## src/rtl/txd_pkg.sv

```systemverilog
`timescale 1ns/1ps
package txd_pkg;
   typedef enum logic [2:0] {
      SQ_IDLE, SQ_RD_CTL, SQ_RD_NXT, SQ_XMIT, SQ_WB_ST, SQ_WB_CTL
   } sq_state_e;

   typedef enum logic [1:0] {
      PH_IDLE = 2'd0, PH_FETCH = 2'd1, PH_XMIT = 2'd2, PH_WBACK = 2'd3
   } phase_e;

   localparam logic [1:0] RSEL_FPTR = 2'd0;
   localparam logic [1:0] RSEL_KICK = 2'd1;
   localparam logic [1:0] RSEL_STAT = 2'd2;

   localparam logic [3:0] OFS_NEXT = 4'h0;
   localparam logic [3:0] OFS_STAT = 4'h8;
   localparam logic [3:0] OFS_CTL  = 4'hC;

   localparam int OWN_BIT = 31;
   localparam int ERR_BIT = 30;
   localparam int LEN_W   = 16;
endpackage

```

## src/rtl/txd_mem_if.sv

```systemverilog
`timescale 1ns/1ps
module txd_mem_if #(
   parameter int ADDR_W = 32
) (
   input  logic              clk,
   input  logic              rst_n,
   input  logic              cmd_go,
   input  logic              cmd_wr,
   input  logic [ADDR_W-1:0] cmd_addr,
   input  logic [31:0]       cmd_wdata,
   output logic              cmd_done,
   output logic [31:0]       cmd_rdata,
   output logic              mem_req_valid,
   input  logic              mem_req_ready,
   output logic              mem_req_write,
   output logic [ADDR_W-1:0] mem_req_addr,
   output logic [31:0]       mem_req_wdata,
   input  logic              mem_rd_valid,
   input  logic [31:0]       mem_rd_data
);
   typedef enum logic [1:0] {MI_IDLE, MI_REQ, MI_WAIT} mi_state_e;

   mi_state_e         st;
   logic              wr_q;
   logic [ADDR_W-1:0] addr_q;
   logic [31:0]       wdata_q;
   logic [31:0]       rdata_q;
   logic              done_q;

   always_ff @(posedge clk or negedge rst_n) begin
      if (!rst_n) begin
         st      <= MI_IDLE;
         wr_q    <= 1'b0;
         addr_q  <= '0;
         wdata_q <= '0;
         rdata_q <= '0;
         done_q  <= 1'b0;
      end else begin
         done_q <= 1'b0;
         unique case (st)
            MI_IDLE: begin
               if (cmd_go) begin
                  st      <= MI_REQ;
                  wr_q    <= cmd_wr;
                  addr_q  <= cmd_addr;
                  wdata_q <= cmd_wdata;
               end
            end
            MI_REQ: begin
               if (mem_req_ready) begin
                  if (wr_q) begin
                     st     <= MI_IDLE;
                     done_q <= 1'b1;
                  end else begin
                     st <= MI_WAIT;
                  end
               end
            end
            MI_WAIT: begin
               if (mem_rd_valid) begin
                  st      <= MI_IDLE;
                  done_q  <= 1'b1;
                  rdata_q <= mem_rd_data;
               end
            end
            default: st <= MI_IDLE;
         endcase
      end
   end

   assign mem_req_valid = (st == MI_REQ);
   assign mem_req_write = wr_q;
   assign mem_req_addr  = addr_q;
   assign mem_req_wdata = wdata_q;
   assign cmd_done      = done_q;
   assign cmd_rdata     = rdata_q;

   // request fields held while waiting for acceptance
   p_req_hold_r9: assert property (@(posedge clk) disable iff (!rst_n)
      mem_req_valid && !mem_req_ready |=> mem_req_valid && $stable(mem_req_addr)
         && $stable(mem_req_write) && $stable(mem_req_wdata));

   // read data is only expected while a read is outstanding
   p_rd_only_waiting_r9: assert property (@(posedge clk) disable iff (!rst_n)
      mem_rd_valid |-> st == MI_WAIT);

   // the sequencer never issues a second transaction while one is open
   p_go_when_idle_r9: assert property (@(posedge clk) disable iff (!rst_n)
      cmd_go |-> st == MI_IDLE);
endmodule

```

## src/rtl/txd_regs.sv

```systemverilog
`timescale 1ns/1ps
module txd_regs
   import txd_pkg::*;
#(
   parameter int ADDR_W     = 32,
   parameter int ALIGN_BITS = 4
) (
   input  logic              reg_wr_en,
   input  logic [1:0]        reg_addr,
   input  logic [31:0]       reg_wdata,
   output logic [31:0]       reg_rdata,
   input  logic [ADDR_W-1:0] cur_ptr,
   input  logic [1:0]        phase,
   output logic              ld_ptr,
   output logic [ADDR_W-1:0] ld_val,
   output logic              kick
);
   localparam logic [ADDR_W-1:0] ALIGN_MASK = {ADDR_W{1'b1}} << ALIGN_BITS;

   logic [31:0] ptr_word;

   generate
      if (ADDR_W < 32) begin : g_pad
         assign ptr_word = {{(32 - ADDR_W){1'b0}}, cur_ptr};
      end else begin : g_full
         assign ptr_word = cur_ptr;
      end
   endgenerate

   assign ld_ptr = reg_wr_en && (reg_addr == RSEL_FPTR);
   assign kick   = reg_wr_en && (reg_addr == RSEL_KICK);
   assign ld_val = reg_wdata[ADDR_W-1:0] & ALIGN_MASK;

   always_comb begin
      unique case (reg_addr)
         RSEL_FPTR: reg_rdata = ptr_word;
         RSEL_STAT: reg_rdata = {30'd0, phase};
         default:   reg_rdata = 32'd0;
      endcase
   end
endmodule

```

## src/rtl/txd_seq.sv

```systemverilog
`timescale 1ns/1ps
module txd_seq
   import txd_pkg::*;
#(
   parameter int ADDR_W     = 32,
   parameter int ALIGN_BITS = 4,
   parameter int BUF_OFS    = 16,
   parameter int TXST_W     = 16
) (
   input  logic              clk,
   input  logic              rst_n,
   input  logic              ld_ptr,
   input  logic [ADDR_W-1:0] ld_val,
   input  logic              kick,
   output logic [ADDR_W-1:0] cur_ptr,
   output logic [1:0]        phase,
   output logic              cmd_go,
   output logic              cmd_wr,
   output logic [ADDR_W-1:0] cmd_addr,
   output logic [31:0]       cmd_wdata,
   input  logic              cmd_done,
   input  logic [31:0]       cmd_rdata,
   output logic              tx_req,
   output logic [ADDR_W-1:0] tx_buf_addr,
   output logic [LEN_W-1:0]  tx_len,
   input  logic              tx_done,
   input  logic [TXST_W-1:0] tx_status,
   output logic              irq_done
);
   localparam logic [ADDR_W-1:0] ALIGN_MASK = {ADDR_W{1'b1}} << ALIGN_BITS;
   localparam logic [ADDR_W-1:0] BUF_OFS_V  = ADDR_W'(BUF_OFS);
   localparam logic [31:0]       OWN_SET    = 32'h1 << OWN_BIT;

   sq_state_e         st;
   logic              pend;
   logic [ADDR_W-1:0] ptr_q;
   logic [ADDR_W-1:0] next_q;
   logic [31:0]       ctl_q;
   logic              err_q;
   logic [TXST_W-1:0] txst_q;
   logic              irq_q;
   logic [31:0]       stat_word;
   logic [3:0]        ofs;

   generate
      if (TXST_W < ERR_BIT) begin : g_stat_pad
         assign stat_word = {1'b1, err_q, {(ERR_BIT - TXST_W){1'b0}}, txst_q};
      end else begin : g_stat_full
         assign stat_word = {1'b1, err_q, txst_q};
      end
   endgenerate

   always_comb begin
      unique case (st)
         SQ_RD_NXT: ofs = OFS_NEXT;
         SQ_WB_ST:  ofs = OFS_STAT;
         default:   ofs = OFS_CTL;
      endcase
   end

   assign cmd_go    = !pend && (st == SQ_RD_CTL || st == SQ_RD_NXT ||
                                st == SQ_WB_ST  || st == SQ_WB_CTL);
   assign cmd_wr    = (st == SQ_WB_ST) || (st == SQ_WB_CTL);
   assign cmd_addr  = ptr_q | ADDR_W'(ofs);
   assign cmd_wdata = (st == SQ_WB_ST) ? stat_word : (ctl_q | OWN_SET);

   always_ff @(posedge clk or negedge rst_n) begin
      if (!rst_n) begin
         st     <= SQ_IDLE;
         pend   <= 1'b0;
         ptr_q  <= '0;
         next_q <= '0;
         ctl_q  <= '0;
         err_q  <= 1'b0;
         txst_q <= '0;
         irq_q  <= 1'b0;
      end else begin
         irq_q <= 1'b0;
         if (cmd_go)   pend <= 1'b1;
         if (cmd_done) pend <= 1'b0;
         unique case (st)
            SQ_IDLE: begin
               if (ld_ptr) begin
                  ptr_q <= ld_val;
                  st    <= SQ_RD_CTL;
               end else if (kick) begin
                  st <= SQ_RD_CTL;
               end
            end
            SQ_RD_CTL: begin
               if (cmd_done) begin
                  if (cmd_rdata[OWN_BIT]) begin
                     st <= SQ_IDLE;
                  end else begin
                     ctl_q <= cmd_rdata;
                     st    <= SQ_RD_NXT;
                  end
               end
            end
            SQ_RD_NXT: begin
               if (cmd_done) begin
                  next_q <= cmd_rdata[ADDR_W-1:0] & ALIGN_MASK;
                  if (ctl_q[LEN_W-1:0] == '0) begin
                     err_q  <= 1'b1;
                     txst_q <= '0;
                     st     <= SQ_WB_ST;
                  end else begin
                     err_q <= 1'b0;
                     st    <= SQ_XMIT;
                  end
               end
            end
            SQ_XMIT: begin
               if (tx_done) begin
                  txst_q <= tx_status;
                  st     <= SQ_WB_ST;
               end
            end
            SQ_WB_ST: begin
               if (cmd_done) st <= SQ_WB_CTL;
            end
            SQ_WB_CTL: begin
               if (cmd_done) begin
                  irq_q <= 1'b1;
                  ptr_q <= next_q;
                  st    <= SQ_RD_CTL;
               end
            end
            default: st <= SQ_IDLE;
         endcase
      end
   end

   always_comb begin
      unique case (st)
         SQ_IDLE:               phase = PH_IDLE;
         SQ_RD_CTL, SQ_RD_NXT:  phase = PH_FETCH;
         SQ_XMIT:               phase = PH_XMIT;
         default:               phase = PH_WBACK;
      endcase
   end

   assign cur_ptr     = ptr_q;
   assign tx_req      = (st == SQ_XMIT);
   assign tx_len      = ctl_q[LEN_W-1:0];
   assign tx_buf_addr = ptr_q + BUF_OFS_V;
   assign irq_done    = irq_q;

   // request and its fields held until the datapath finishes
   p_tx_hold_r6: assert property (@(posedge clk) disable iff (!rst_n)
      tx_req && !tx_done |=> tx_req && $stable(tx_len) && $stable(tx_buf_addr));

   // a zero-length frame never reaches the datapath
   p_tx_len_r7: assert property (@(posedge clk) disable iff (!rst_n)
      tx_req |-> tx_len != '0);

   // completion interrupt lasts one cycle
   p_irq_pulse_r10: assert property (@(posedge clk) disable iff (!rst_n)
      irq_done |=> !irq_done);
endmodule

```

## src/rtl/txd_chain_walker.sv

```systemverilog
`timescale 1ns/1ps
module txd_chain_walker
   import txd_pkg::*;
#(
   parameter int ADDR_W     = 32,
   parameter int ALIGN_BITS = 4,
   parameter int BUF_OFS    = 16,
   parameter int TXST_W     = 16
) (
   input  logic              clk,
   input  logic              rst_n,
   input  logic              reg_wr_en,
   input  logic [1:0]        reg_addr,
   input  logic [31:0]       reg_wdata,
   output logic [31:0]       reg_rdata,
   output logic              mem_req_valid,
   input  logic              mem_req_ready,
   output logic              mem_req_write,
   output logic [ADDR_W-1:0] mem_req_addr,
   output logic [31:0]       mem_req_wdata,
   input  logic              mem_rd_valid,
   input  logic [31:0]       mem_rd_data,
   output logic              tx_req,
   output logic [ADDR_W-1:0] tx_buf_addr,
   output logic [15:0]       tx_len,
   input  logic              tx_done,
   input  logic [TXST_W-1:0] tx_status,
   output logic              irq_done
);
   generate
      if (ADDR_W < 8 || ADDR_W > 32) begin : g_bad_aw
         $error("ADDR_W must lie in 8..32");
      end
      if (ALIGN_BITS < 4 || ALIGN_BITS >= ADDR_W) begin : g_bad_align
         $error("ALIGN_BITS must cover the four descriptor words");
      end
      if (TXST_W < 1 || TXST_W > ERR_BIT) begin : g_bad_txst
         $error("TXST_W must lie in 1..30");
      end
      if (BUF_OFS % 4 != 0) begin : g_bad_bufofs
         $error("BUF_OFS must be word aligned");
      end
   endgenerate

   logic              ld_ptr;
   logic [ADDR_W-1:0] ld_val;
   logic              kick;
   logic [ADDR_W-1:0] cur_ptr;
   logic [1:0]        phase;
   logic              cmd_go;
   logic              cmd_wr;
   logic [ADDR_W-1:0] cmd_addr;
   logic [31:0]       cmd_wdata;
   logic              cmd_done;
   logic [31:0]       cmd_rdata;

   txd_regs #(.ADDR_W(ADDR_W), .ALIGN_BITS(ALIGN_BITS)) u_regs (
      .reg_wr_en (reg_wr_en),
      .reg_addr  (reg_addr),
      .reg_wdata (reg_wdata),
      .reg_rdata (reg_rdata),
      .cur_ptr   (cur_ptr),
      .phase     (phase),
      .ld_ptr    (ld_ptr),
      .ld_val    (ld_val),
      .kick      (kick)
   );

   txd_seq #(
      .ADDR_W(ADDR_W), .ALIGN_BITS(ALIGN_BITS), .BUF_OFS(BUF_OFS), .TXST_W(TXST_W)
   ) u_seq (
      .clk         (clk),
      .rst_n       (rst_n),
      .ld_ptr      (ld_ptr),
      .ld_val      (ld_val),
      .kick        (kick),
      .cur_ptr     (cur_ptr),
      .phase       (phase),
      .cmd_go      (cmd_go),
      .cmd_wr      (cmd_wr),
      .cmd_addr    (cmd_addr),
      .cmd_wdata   (cmd_wdata),
      .cmd_done    (cmd_done),
      .cmd_rdata   (cmd_rdata),
      .tx_req      (tx_req),
      .tx_buf_addr (tx_buf_addr),
      .tx_len      (tx_len),
      .tx_done     (tx_done),
      .tx_status   (tx_status),
      .irq_done    (irq_done)
   );

   txd_mem_if #(.ADDR_W(ADDR_W)) u_mem (
      .clk           (clk),
      .rst_n         (rst_n),
      .cmd_go        (cmd_go),
      .cmd_wr        (cmd_wr),
      .cmd_addr      (cmd_addr),
      .cmd_wdata     (cmd_wdata),
      .cmd_done      (cmd_done),
      .cmd_rdata     (cmd_rdata),
      .mem_req_valid (mem_req_valid),
      .mem_req_ready (mem_req_ready),
      .mem_req_write (mem_req_write),
      .mem_req_addr  (mem_req_addr),
      .mem_req_wdata (mem_req_wdata),
      .mem_rd_valid  (mem_rd_valid),
      .mem_rd_data   (mem_rd_data)
   );

   // a parked walker leaves the memory port quiet
   p_idle_no_mem_r4: assert property (@(posedge clk) disable iff (!rst_n)
      phase == PH_IDLE |-> !mem_req_valid);

   // writes only ever land on the status or control word
   p_wr_fields_r8: assert property (@(posedge clk) disable iff (!rst_n)
      mem_req_valid && mem_req_write |-> mem_req_addr[3] == 1'b1);
endmodule

```

## config.mk

```make
export PLATFORM = sky130hd
export DESIGN_NAME = txd_chain_walker
export DESIGN_NICKNAME = d
export VERILOG_FILES = /design/src/rtl/txd_pkg.sv /design/src/rtl/txd_mem_if.sv /design/src/rtl/txd_regs.sv /design/src/rtl/txd_seq.sv /design/src/rtl/txd_chain_walker.sv
export SDC_FILE = /design/constraint.sdc
export NUM_CORES = 1
export LEC_CHECK = 0
export BUFFER_PORTS_ARGS = -buffer_cell sky130_fd_sc_hd__buf_2
export CELL_PAD_IN_SITES_DETAIL_PLACEMENT = 0
export CELL_PAD_IN_SITES_GLOBAL_PLACEMENT = 1
export CORE_ASPECT_RATIO = 1.1
export CORE_MARGIN = 2
export CORE_UTILIZATION = 45
export CTS_BUF_LIST = sky130_fd_sc_hd__clkbuf_16
export DETAILED_ROUTE_END_ITERATION = 8
export PLACE_DENSITY_LB_ADDON = 0.1
export SYNTH_ARGS = -nofsm -noshare
export SYNTH_HDL_FRONTEND = slang
export SYNTH_SLANG_ARGS = --single-unit
```

## constraint.sdc

```tcl
create_clock -name clk -period 4.1 [get_ports clk]
set_clock_uncertainty 0.1 [all_clocks]
set_input_delay 0.82 -clock clk [delete_from_list [all_inputs] [get_ports clk]]
set_output_delay 0.82 -clock clk [all_outputs]
set_load 0.005 [all_outputs]
```

==> impl_metrics.tcl, run 1 <==
set metrics [dict create \
    critPathLaunchType "flop" \
    hold_buffers 0 \
    viasPerCell 5.01 \
    grt_pass1_vias 6348 \
    die_h_um 156 \
    insertion_delay_ns 0.50 \
    slew_headroom 0.285 \
    synth_cell_type_count 53 \
    synth_most_common_cell "dfrtp_1" \
    place_congestion 0.746 \
    met3_length_um 1580 \
    postPlaceCellArea_um2 10500 \
    grt_max_degree 102 \
    cp.arrival_ns 2.41 \
    synth_edf_count 0 \
    dr.max_layer_used "met5" \
    yosysTopAreaCell "dfrtp_1" \
    hold_path.class "primary input to asynchronous set/reset pin" \
    max_cap_viol_count 0 \
    critPathLaunch "u_seq.cur_ptr[7]$_DFFE_PN0P_" \
    async_flop_share 1.00 \
    leakagePower_nw 5.72 \
    pin_count 236 \
    antennaDiodeCount 0 \
    endpoint_kind "output pin" \
    powerDensity_nw_per_um2 583 \
    synth_area_per_cell_um2 11.8 \
    die_area_um2 22000 \
    final_util 0.546 \
    worstPathRequired_ns 3.18 \
    critPathMaxFanout 8 \
    antenna_found_initial 1 \
    wl_per_cell_um 17.6 \
    synth_top_area_share 0.551 \
    ctsResizeCount 0 \
    clock_path_buffers 3 \
    h-tree-depth 1 \
    synthFlopType "dfrtp_1" \
    ir_drop_v 0.000287 \
    coreArea_um2 20500 \
    fin_area_um2 11200 \
    syn-instance-count 798 \
    final_nets 1087 \
    drv_slew 0 \
    r2r_start "u_seq.st[0]$_DFFE_PN0P_" \
    grt_pass1_wl_um 36200 \
    initial_core_util 0.458 \
    drc 0 \
    cts_inserted_buffers 23 \
    cts_sinks 207 \
    status "complete, no violations" \
    synthTopCellsByArea "dfrtp_1 (55%), mux2_2 (16%), nand2_1 (6.0%)" \
    area_growth_pct 19.2 \
    grt_overflow 0 \
    worst-setup-path-type "flop to output pin" \
    ys_seq_area_frac 0.551 \
    grt_setup_unrepaired "no" \
    finalWirelength_um 22300 \
    finalHoldViolCount 0 \
    cts_setup_buffers 0 \
    clk_pin_slew_ns 0.06 \
    period_share 0.811 \
    vias 6334 \
    rows 55 \
    clockRootBuffer "clkbuf_16" \
    dr_wl_met2_um 9840 \
    setup_viol 0 \
    tightest_slew_ns 1.07 \
    drt-met1-wl_um 10600 \
    dp_hpwl_um 15600 \
    cts_tree "done" \
    ys.warnings.count 0 \
    synthTopCellsByCount "dfrtp_1 (207), nand2_1 (149), mux2_2 (131), o21ai_0 (33), buf_4 (28)" \
    ys_ff_latch 207 \
    first_pass_iters 4 \
    antenna_left 0 \
    setup_tns_ns 0 \
    period_minus_slack_ns 3.33 \
    numPortBuffers 223 \
    drive_above_1_share 0.405 \
    syn_area_um2 9390 \
    drtIter0Drc 282 \
    fp.dieW_um 142 \
    grt_usage 0.206 \
    fmax_ghz 0.301 \
]
-- worst paths after layout --
check	to	slack, ns	cells past startpoint
setup / recovery	tx_buf_addr[17]	0.77	5
hold / removal	u_mem.mem_req_addr[8]$_DFFE_PN0P_	0.23	1
setup reg to reg	u_mem.mem_req_addr[18]$_DFFE_PN0P_	1.37	4
hold reg to reg	u_mem.mem_req_wdata[31]$_DFFE_PN0P_	0.37	1
max in group asynchronous	u_seq.cur_ptr[20]$_DFFE_PN0P_	2.70	2
min in group clk	u_mem.mem_req_wdata[31]$_DFFE_PN0P_	0.37	1
-- report_power, final --
| group | switching, W | internal (W) | total [W] |
|---|---|---|---|
| Sequential | 0.000534 | 0.00255 | 0.00308 |
| Combinational | 0.000692 | 0.000892 | 0.00158 |
| Clock | 0.000792 | 0.00107 | 0.00187 |
-- cells by family (layout without fill, tap and decap cells) --
group,Yosys count,count (layout),share of synthesized area
fa+ha+maj,4,4,0.00533
flops,207,207,0.551
xor+xnor,27,27,0.0252
mux,163,163,0.192
compound gates,70,70,0.0492
other cells,1,8,0.000399
simple gates,250,250,0.128
buf+inv,76,280,0.0479
-- sequential cells by signal, summed over array words and instances, names as in the netlist --
register / cells
u_mem.mem_req_wdata: 32
u_seq.cur_ptr: 28
u_mem.mem_req_write: 1
u_seq.pend: 1
u_seq.ctl_q: 31
u_mem.mem_req_addr: 30
u_mem.cmd_rdata: 32
u_seq.txst_q: 16
u_seq.err_q: 1
u_mem.st: 2
u_seq.next_q: 28
u_seq.irq_done: 1
u_seq.st: 3
u_mem.cmd_done: 1
-- placed cells by master, fill, tap and decap left out, drive strengths merged, types with 5 or more instances in the layout --
cell	instances
a21oi	5
a22o	16
and2	27
and3	10
buf	231
clkbuf	23
clkinv	6
conb	8
dfrtp	207
inv	17
mux2	138
mux2i	25
nand2	150
nand2b	5
nand3	15
nand4	8
nor2	13
nor3	7
nor4	5
o21ai	39
xnor2	20
xor2	7
-- stage by stage --
step                setup WS (ns)  cells  hold WS, ns  total power, W
floorplan                    1.70    805        0.342         0.00398
global placement             1.27   1226        0.346         0.00468
detailed placement           1.27   1226        0.349         0.00472
CTS                         0.732   1265        0.293         0.00662
global route                0.581   1265        0.293         0.00696
finish                      0.773   1265        0.235         0.00653
-- metal layers --
layer | up-vias | global-route usage
li1 | 3089 | -
met1 | 3050 | 0.302
met2 | 169 | 0.316
met3 | 24 | 0.0528
met4 | 2 | 0.0352
met5 | - | 0
-- critical path: stages (launching register included) --
cell     delay [ns]
dfrtp_1        0.47
nand4_1        0.32
nor4_4         0.59
and3_1         0.25
xor2_1         0.15
buf_2          0.13
-- layout make-up --
type	count	area [µm²]
clock buffer	23	576
clock inverter	16	100
fill	1878	9310
inverter	10	37.5
multi-input combinational	522	3800
sequential	207	5180
tap	256	320
timing repair buffer	231	1190
Power figures use the tool's default switching activity.
==> run 2, diff against run 1 <==
Settings changed: ABC_AREA set to 1, CORE_UTILIZATION 45 to 39.
Clock period 4.1 ns to 3.1 ns, I/O delays scaled along.
==> run 2 against run 1 <==
Against the previous run: the flow now finishes with violations (hold timing); die area is 18% higher; via count rose by 28%; core utilization shrank 6.9 points; non-clock buffer count grew 10; hold slack got worse by 0.25 ns; synthesized cell count up 54%; final area up 3.9%; cell count rose by 38%; register-to-register slack worse by 0.49 ns; critical path type unchanged.
==> impl_metrics.tcl, run 2 <==
set metrics [dict create \
    ys_seq_area_frac 0.537 \
    syn-instance-count 1227 \
    reg2regPathDepth 7 \
    antenna_left 0 \
    pin_count 236 \
    final_nets 1512 \
    rows 60 \
    yosysTopAreaCell "dfrtp_1" \
    wl_per_cell_um 14.8 \
    grt_setup_unrepaired "no" \
    first_pass_iters 5 \
    setup_viol 0 \
    status "finished, violations left" \
    fp.dieW_um 154 \
    ir_drop_v 0.000399 \
    cp.arrival_ns 2.15 \
    busiest_layer "met2" \
    worstPathRequired_ns 2.38 \
    dp_hpwl_um 19000 \
    antenna_found_initial 2 \
    area_growth_pct 20.7 \
    use_met3 0.0323 \
    clock_path_buffers 3 \
    grt_overflow 0 \
    hold_path.class "primary input to asynchronous set/reset pin" \
    setup_tns_ns 0 \
    cts_inserted_buffers 23 \
    worst-setup-path-type "flop to output pin" \
    fin_area_um2 11600 \
    synthTopCellsByCount "nand2_1 (435), dfrtp_1 (207), nor2_1 (124), inv_1 (98)" \
    syn_area_um2 9640 \
    tightest_slew_ns 0.835 \
    critPathMaxFanout 6 \
    grt_pass1_vias 7856 \
    vias 8126 \
    drive_above_1_share 0.202 \
    finalWirelength_um 25900 \
    die_area_um2 26000 \
    numPortBuffers 223 \
    synth_edf_count 0 \
    dp_slack_ns 0.466 \
    gr-usage-met2 0.326 \
    leakagePower_nw 6.50 \
    slew_headroom 0.442 \
    ys.warnings.count 0 \
    h-tree-depth 1 \
    period_share 0.924 \
    drv_slew 0 \
    synthFlopType "dfrtp_1" \
    final_cell_mix "nand2_1 (434), buf_2 (222), dfrtp_1 (207)" \
    drtIter0Drc 375 \
    synthTopCellsByArea "dfrtp_1 (54%), nand2_1 (17%), nor2_1 (4.8%)" \
    place_congestion 0.880 \
    ys_ff_latch 207 \
    grt_usage 0.202 \
    endpoint_kind "output pin" \
    fill_cells 2578 \
    layout_commonest_cell "nand2_1" \
    powerDensity_nw_per_um2 880 \
    postPlaceCellArea_um2 10900 \
    clockRootBuffer "clkbuf_16" \
    coreArea_um2 24400 \
    grt_pass1_wl_um 42000 \
    fmax_ghz 0.349 \
    setup_slack_ns 0.234 \
    period_minus_slack_ns 2.87 \
    drc 0 \
    die_h_um 169 \
    synth_top_area_share 0.537 \
    grt_max_degree 81 \
    violations "hold timing" \
    rrSetupSlack_ns 0.88 \
    clk_pin_slew_ns 0.06 \
    critPathLaunchType "flop" \
    synth_area_per_cell_um2 7.86 \
    use_met1 0.279 \
    synth_cell_type_count 32 \
    async_flop_share 1.00 \
    dp.cells 1705 \
    viasPerCell 4.65 \
    initial_core_util 0.395 \
    max_cap_viol_count 0 \
    final_cells 1747 \
    finalHoldViolCount 4 \
    synth_most_common_cell "nand2_1" \
    cts_sinks 207 \
    insertion_delay_ns 0.50 \
    whs_ns -0.0104 \
    cts_tree "done" \
]
-- run 2: changes by cell type in the layout (fill, tap and decap cells not counted), sizes merged, moves of 69 or more --
cell | before | now
nand2 | 150 | 439
nor2 | 13 | 127
inv | 17 | 111
mux2 | 138 | 1
nand3 | 15 | 84
o21ai | 39 | 124
-- run 2: report_power, final --
group / internal [W] / total [W] / switching [W]
sequential: 0.00368 / 0.00433 / 0.000649
combinational: 0.00129 / 0.00334 / 0.00206
clock: 0.00150 / 0.00257 / 0.00107
total: 0.00647 / 0.0102 / 0.00377
-- run 2: layer usage --
layer  vias up  routed length, µm
met1      3667              12100
met4         0                689
li1       4187                  -
met5         -                  0
met2       222              11800
met3        50               1400
-- run 2: layout make-up --
cell class | count | area, µm² | share of cell area
flip-flops and latches | 207 | 5180 | 0.445
multi-input cells | 845 | 3690 | 0.317
repair buffers | 241 | 1300 | 0.112
clock buffers | 23 | 576 | 0.0494
well taps | 310 | 388 | 0.0333
inverters | 102 | 385 | 0.0331
clock inverters | 17 | 121 | 0.0104
diodes | 2 | 5.00 | 0.000430
-- run 2: repair_timing --
action,in CTS,in global routing
endpoints found under the setup margin,2,1
hold buffers,0,0
cloned,0,0
pin swaps,0,0
gates resized for setup,1,1
buffers inserted,0,0
-- run 2: path summary, 6_finish.rpt --
kind,startpoint,end
min reg2reg,u_seq.txst_q[0]$_DFFE_PN0P_,u_seq.txst_q[0]$_DFFE_PN0P_
max in group asynchronous,rst_n,u_mem.mem_req_addr[24]$_DFFE_PN0P_
min,rst_n,u_mem.mem_req_addr[5]$_DFFE_PN0P_
min in group clk,mem_rd_data[31],u_mem.cmd_rdata[31]$_DFFE_PN0P_
max reg2reg,u_seq.st[1]$_DFFE_PN0P_,u_seq.cur_ptr[23]$_DFFE_PN0P_
max,u_seq.cur_ptr[4]$_DFFE_PN0P_,tx_buf_addr[18]
-- run 2: worst max-delay path, cell delays in order, from the launching register on --
cell,delay [ns]
dfrtp_1,0.37
ha_1,0.19
nand3_1,0.10
inv_1,0.18
nand2_1,0.20
nor2_4,0.24
nand2_1,0.09
xor2_1,0.15
buf_2,0.13
-- run 2: cells by family (layout without fill, tap and decap cells) --
family / after synthesis / count (layout) / synth area share
other: 1 / 10 / 0.000389
flip-flops: 207 / 207 / 0.537
AND/OR/NAND/NOR: 657 / 657 / 0.272
AO/OA/AOI/OAI: 160 / 160 / 0.0841
multiplexers: 1 / 1 / 0.00117
buffers and inverters: 182 / 383 / 0.0860
adder cells (fa/ha/maj): 4 / 4 / 0.00519
XOR/XNOR: 15 / 15 / 0.0136
-- run 2: per-stage QoR --
| step | utilization | total power [W] |
|---|---|---|
| finish | 0.477 | 0.0102 |
| CTS | 0.477 | 0.0104 |
| detailed placement | 0.448 | 0.00776 |
| global route | 0.477 | 0.0111 |
| floorplan | - | 0.00636 |
| global placement | 0.448 | 0.00771 |
==> run 3, diff against run 2 <==
Settings changed: CORE_ASPECT_RATIO 1.1 to unset.
==> run 3 against run 2 <==
Against the previous run: the flow now finishes without violations; global-route usage increased by 0.61 points; critical path depth is the same; core utilization up 0.61 points; largest power group unchanged; cell count up 1.0%; highest routed layer unchanged; clock-buffer cell count up 2; via count rose by 1.1%; sequential power is essentially flat; non-clock buffer count increased by 1; flip-flop and latch count did not move; combinational power increased by 2%; fmax is 1.6% lower; first-iteration DRC count grew 34%.
==> impl_metrics.tcl, run 3 (synthesis gave the netlist of run 2 again) <==
set metrics [dict create \
    worst_path_max_delay_cell "dfrtp_1" \
    clock_path_buffers 3 \
    ir_drop_v 0.000411 \
    setup_tns_ns 0 \
    reg2regPathDepth 8 \
    power_frac_comb 0.322 \
    critPathLaunchType "flop" \
    dp.cells 1719 \
    period_share 0.940 \
    max_cap_viol_count 0 \
    finalWirelength_um 27000 \
    fmax_ghz 0.343 \
    endpoint_kind "output pin" \
    drtIter0Drc 503 \
    clk_pin_slew_ns 0.06 \
    cts_sinks 207 \
    worst_path_largest_cell_delay_ns 0.37 \
    power_switching_w 0.00387 \
    cts_tree "done" \
    path_cells "ha_1 > nand3_1 > inv_1 > nand2_1 > nor2_2 > nand2_1 > xor2_1 > buf_2" \
    h-tree-depth 1 \
    holdPathEnd "u_mem.cmd_rdata[23]$_DFFE_PN0P_" \
    first_pass_iters 5 \
    grt_pass1_vias 7794 \
    cp_num_buf_inv 2 \
    p_clk_frac 0.266 \
    worst-setup-path-type "flop to output pin" \
    min_path_cells 3 \
    coreArea_um2 24300 \
    rrSetupSlack_ns 0.88 \
    cts_inserted_buffers 24 \
    final_nets 1514 \
    dp_hpwl_um 19400 \
    powerDensity_nw_per_um2 897 \
    drv_slew 0 \
    die_h_um 161 \
    grt_setup_unrepaired "no" \
    drive_above_1_share 0.203 \
    setup_viol 0 \
    cp_top_family "simple AND/OR/NAND/NOR gates" \
    period_minus_slack_ns 2.91 \
    r2r_start "u_seq.st[2]$_DFFE_PN0P_" \
    hold_start "mem_rd_data[23]" \
    reg2reg_to "u_mem.mem_req_addr[24]$_DFFE_PN0P_" \
    leakagePower_nw 6.52 \
    antenna_left 0 \
    cp.arrival_ns 2.19 \
    grt_pass1_wl_um 43200 \
    initial_core_util 0.397 \
    vias 8219 \
    tightest_slew_ns 0.695 \
    grt_max_degree 75 \
    numPortBuffers 223 \
    rows 57 \
    antenna_found_initial 4 \
    seqPwrFrac 0.411 \
    crit_top_cell "nand2_1" \
    die_area_um2 26000 \
    final_cells 1765 \
    power_w 0.0105 \
    grt_usage 0.208 \
    place_congestion 0.831 \
    viasPerCell 4.66 \
    layout_commonest_cell "nand2_1" \
    area_growth_pct 21.9 \
    intPower_w 0.00666 \
    status "complete, no violations" \
    worstPathRequired_ns 2.38 \
    hold_path.class "primary input to flop" \
    clockRootBuffer "clkbuf_16" \
    pin_count 236 \
    final_cell_mix "nand2_1 (434), buf_2 (222), dfrtp_1 (207)" \
    final_util 0.483 \
    cts_setup_buffers 0 \
    drc 0 \
    slew_headroom 0.536 \
    finalHoldViolCount 0 \
    wl_per_cell_um 15.3 \
    critPathMaxFanout 6 \
    grt_overflow 0 \
    fp.dieW_um 161 \
    insertion_delay_ns 0.51 \
    switching_share 0.368 \
]
==> run 3: repair_timing <==
item                                   in CTS  in global routing
resized for setup                           1                  0
setup endpoints to repair                   1                  0
hold buffers                                1                  0
endpoints found under the hold margin       5                  0
==> run 3: per-layer routing <==
metal,vias to the layer above,GRT usage,part of all wire
met1,3781,0.323,0.51
met2,212,0.303,0.42
met3,34,0.0349,0.053
li1,4192,-,-
met4,0,0.0483,0.018
met5,-,0,0
==> run 3: power by group through the flow <==
stage / registers, W / clock network (W) / logic (W)
floorplan: 0.00424 / 0 / 0.00212
global placement: 0.00436 / 0 / 0.00339
detailed placement: 0.00438 / 0 / 0.00344
CTS: 0.00434 / 0.00287 / 0.00346
global route: 0.00446 / 0.00300 / 0.00389
finish: 0.00434 / 0.00281 / 0.00340
==> run 3: metrics by stage <==
step / instance area [µm²] / setup WS [ns] / hold slack (ns)
6_report: 11800 / 0.187 / 0.255
5_1_grt: 11700 / 0.00451 / 0.256
4_1_cts: 11700 / 0.125 / 0.242
3_5_place_dp: 11000 / 0.547 / 0.354
3_3_place_gp: 11000 / 0.576 / 0.352
2_1_floorplan: 9670 / 0.995 / 0.224
==> run 3: worst max path at each step <==
| stage | startpoint | endpoint | slack, ns | cells after the start |
|---|---|---|---|---|
| after global placement | u_seq.cur_ptr[4]$_DFFE_PN0P_ | tx_buf_addr[18] | 0.58 | 8 |
| after detailed placement | u_seq.cur_ptr[4]$_DFFE_PN0P_ | tx_buf_addr[18] | 0.55 | 8 |
| after global routing | u_seq.cur_ptr[4]$_DFFE_PN0P_ | tx_buf_addr[18] | 0.005 | 8 |
| final | u_seq.cur_ptr[4]$_DFFE_PN0P_ | tx_buf_addr[18] | 0.19 | 8 |
| after CTS | u_seq.cur_ptr[4]$_DFFE_PN0P_ | tx_buf_addr[18] | 0.13 | 8 |
| after floorplan | u_seq.cur_ptr[4]$_DFFE_PN0P_ | tx_buf_addr[18] | 1.0 | 7 |
==> run 3: layout make-up <==
type	count	area, µm²
diodes	4	10.0
clock buffers	25	626
clock inverters	16	141
fillers	2498	12600
inverters	102	385
multi-input cells	845	3680
flip-flops and latches	207	5180
well taps	324	405
repair buffers	242	1320
==> run 3: worst register-to-register path: cells and delay by family, from the launching register on <==
kind | cells | cell delay (ns)
AO/OA/AOI/OAI | 1 | 0.06
buffers and inverters | 3 | 0.46
AND/OR/NAND/NOR | 4 | 0.97
flip-flops | 1 | 0.52
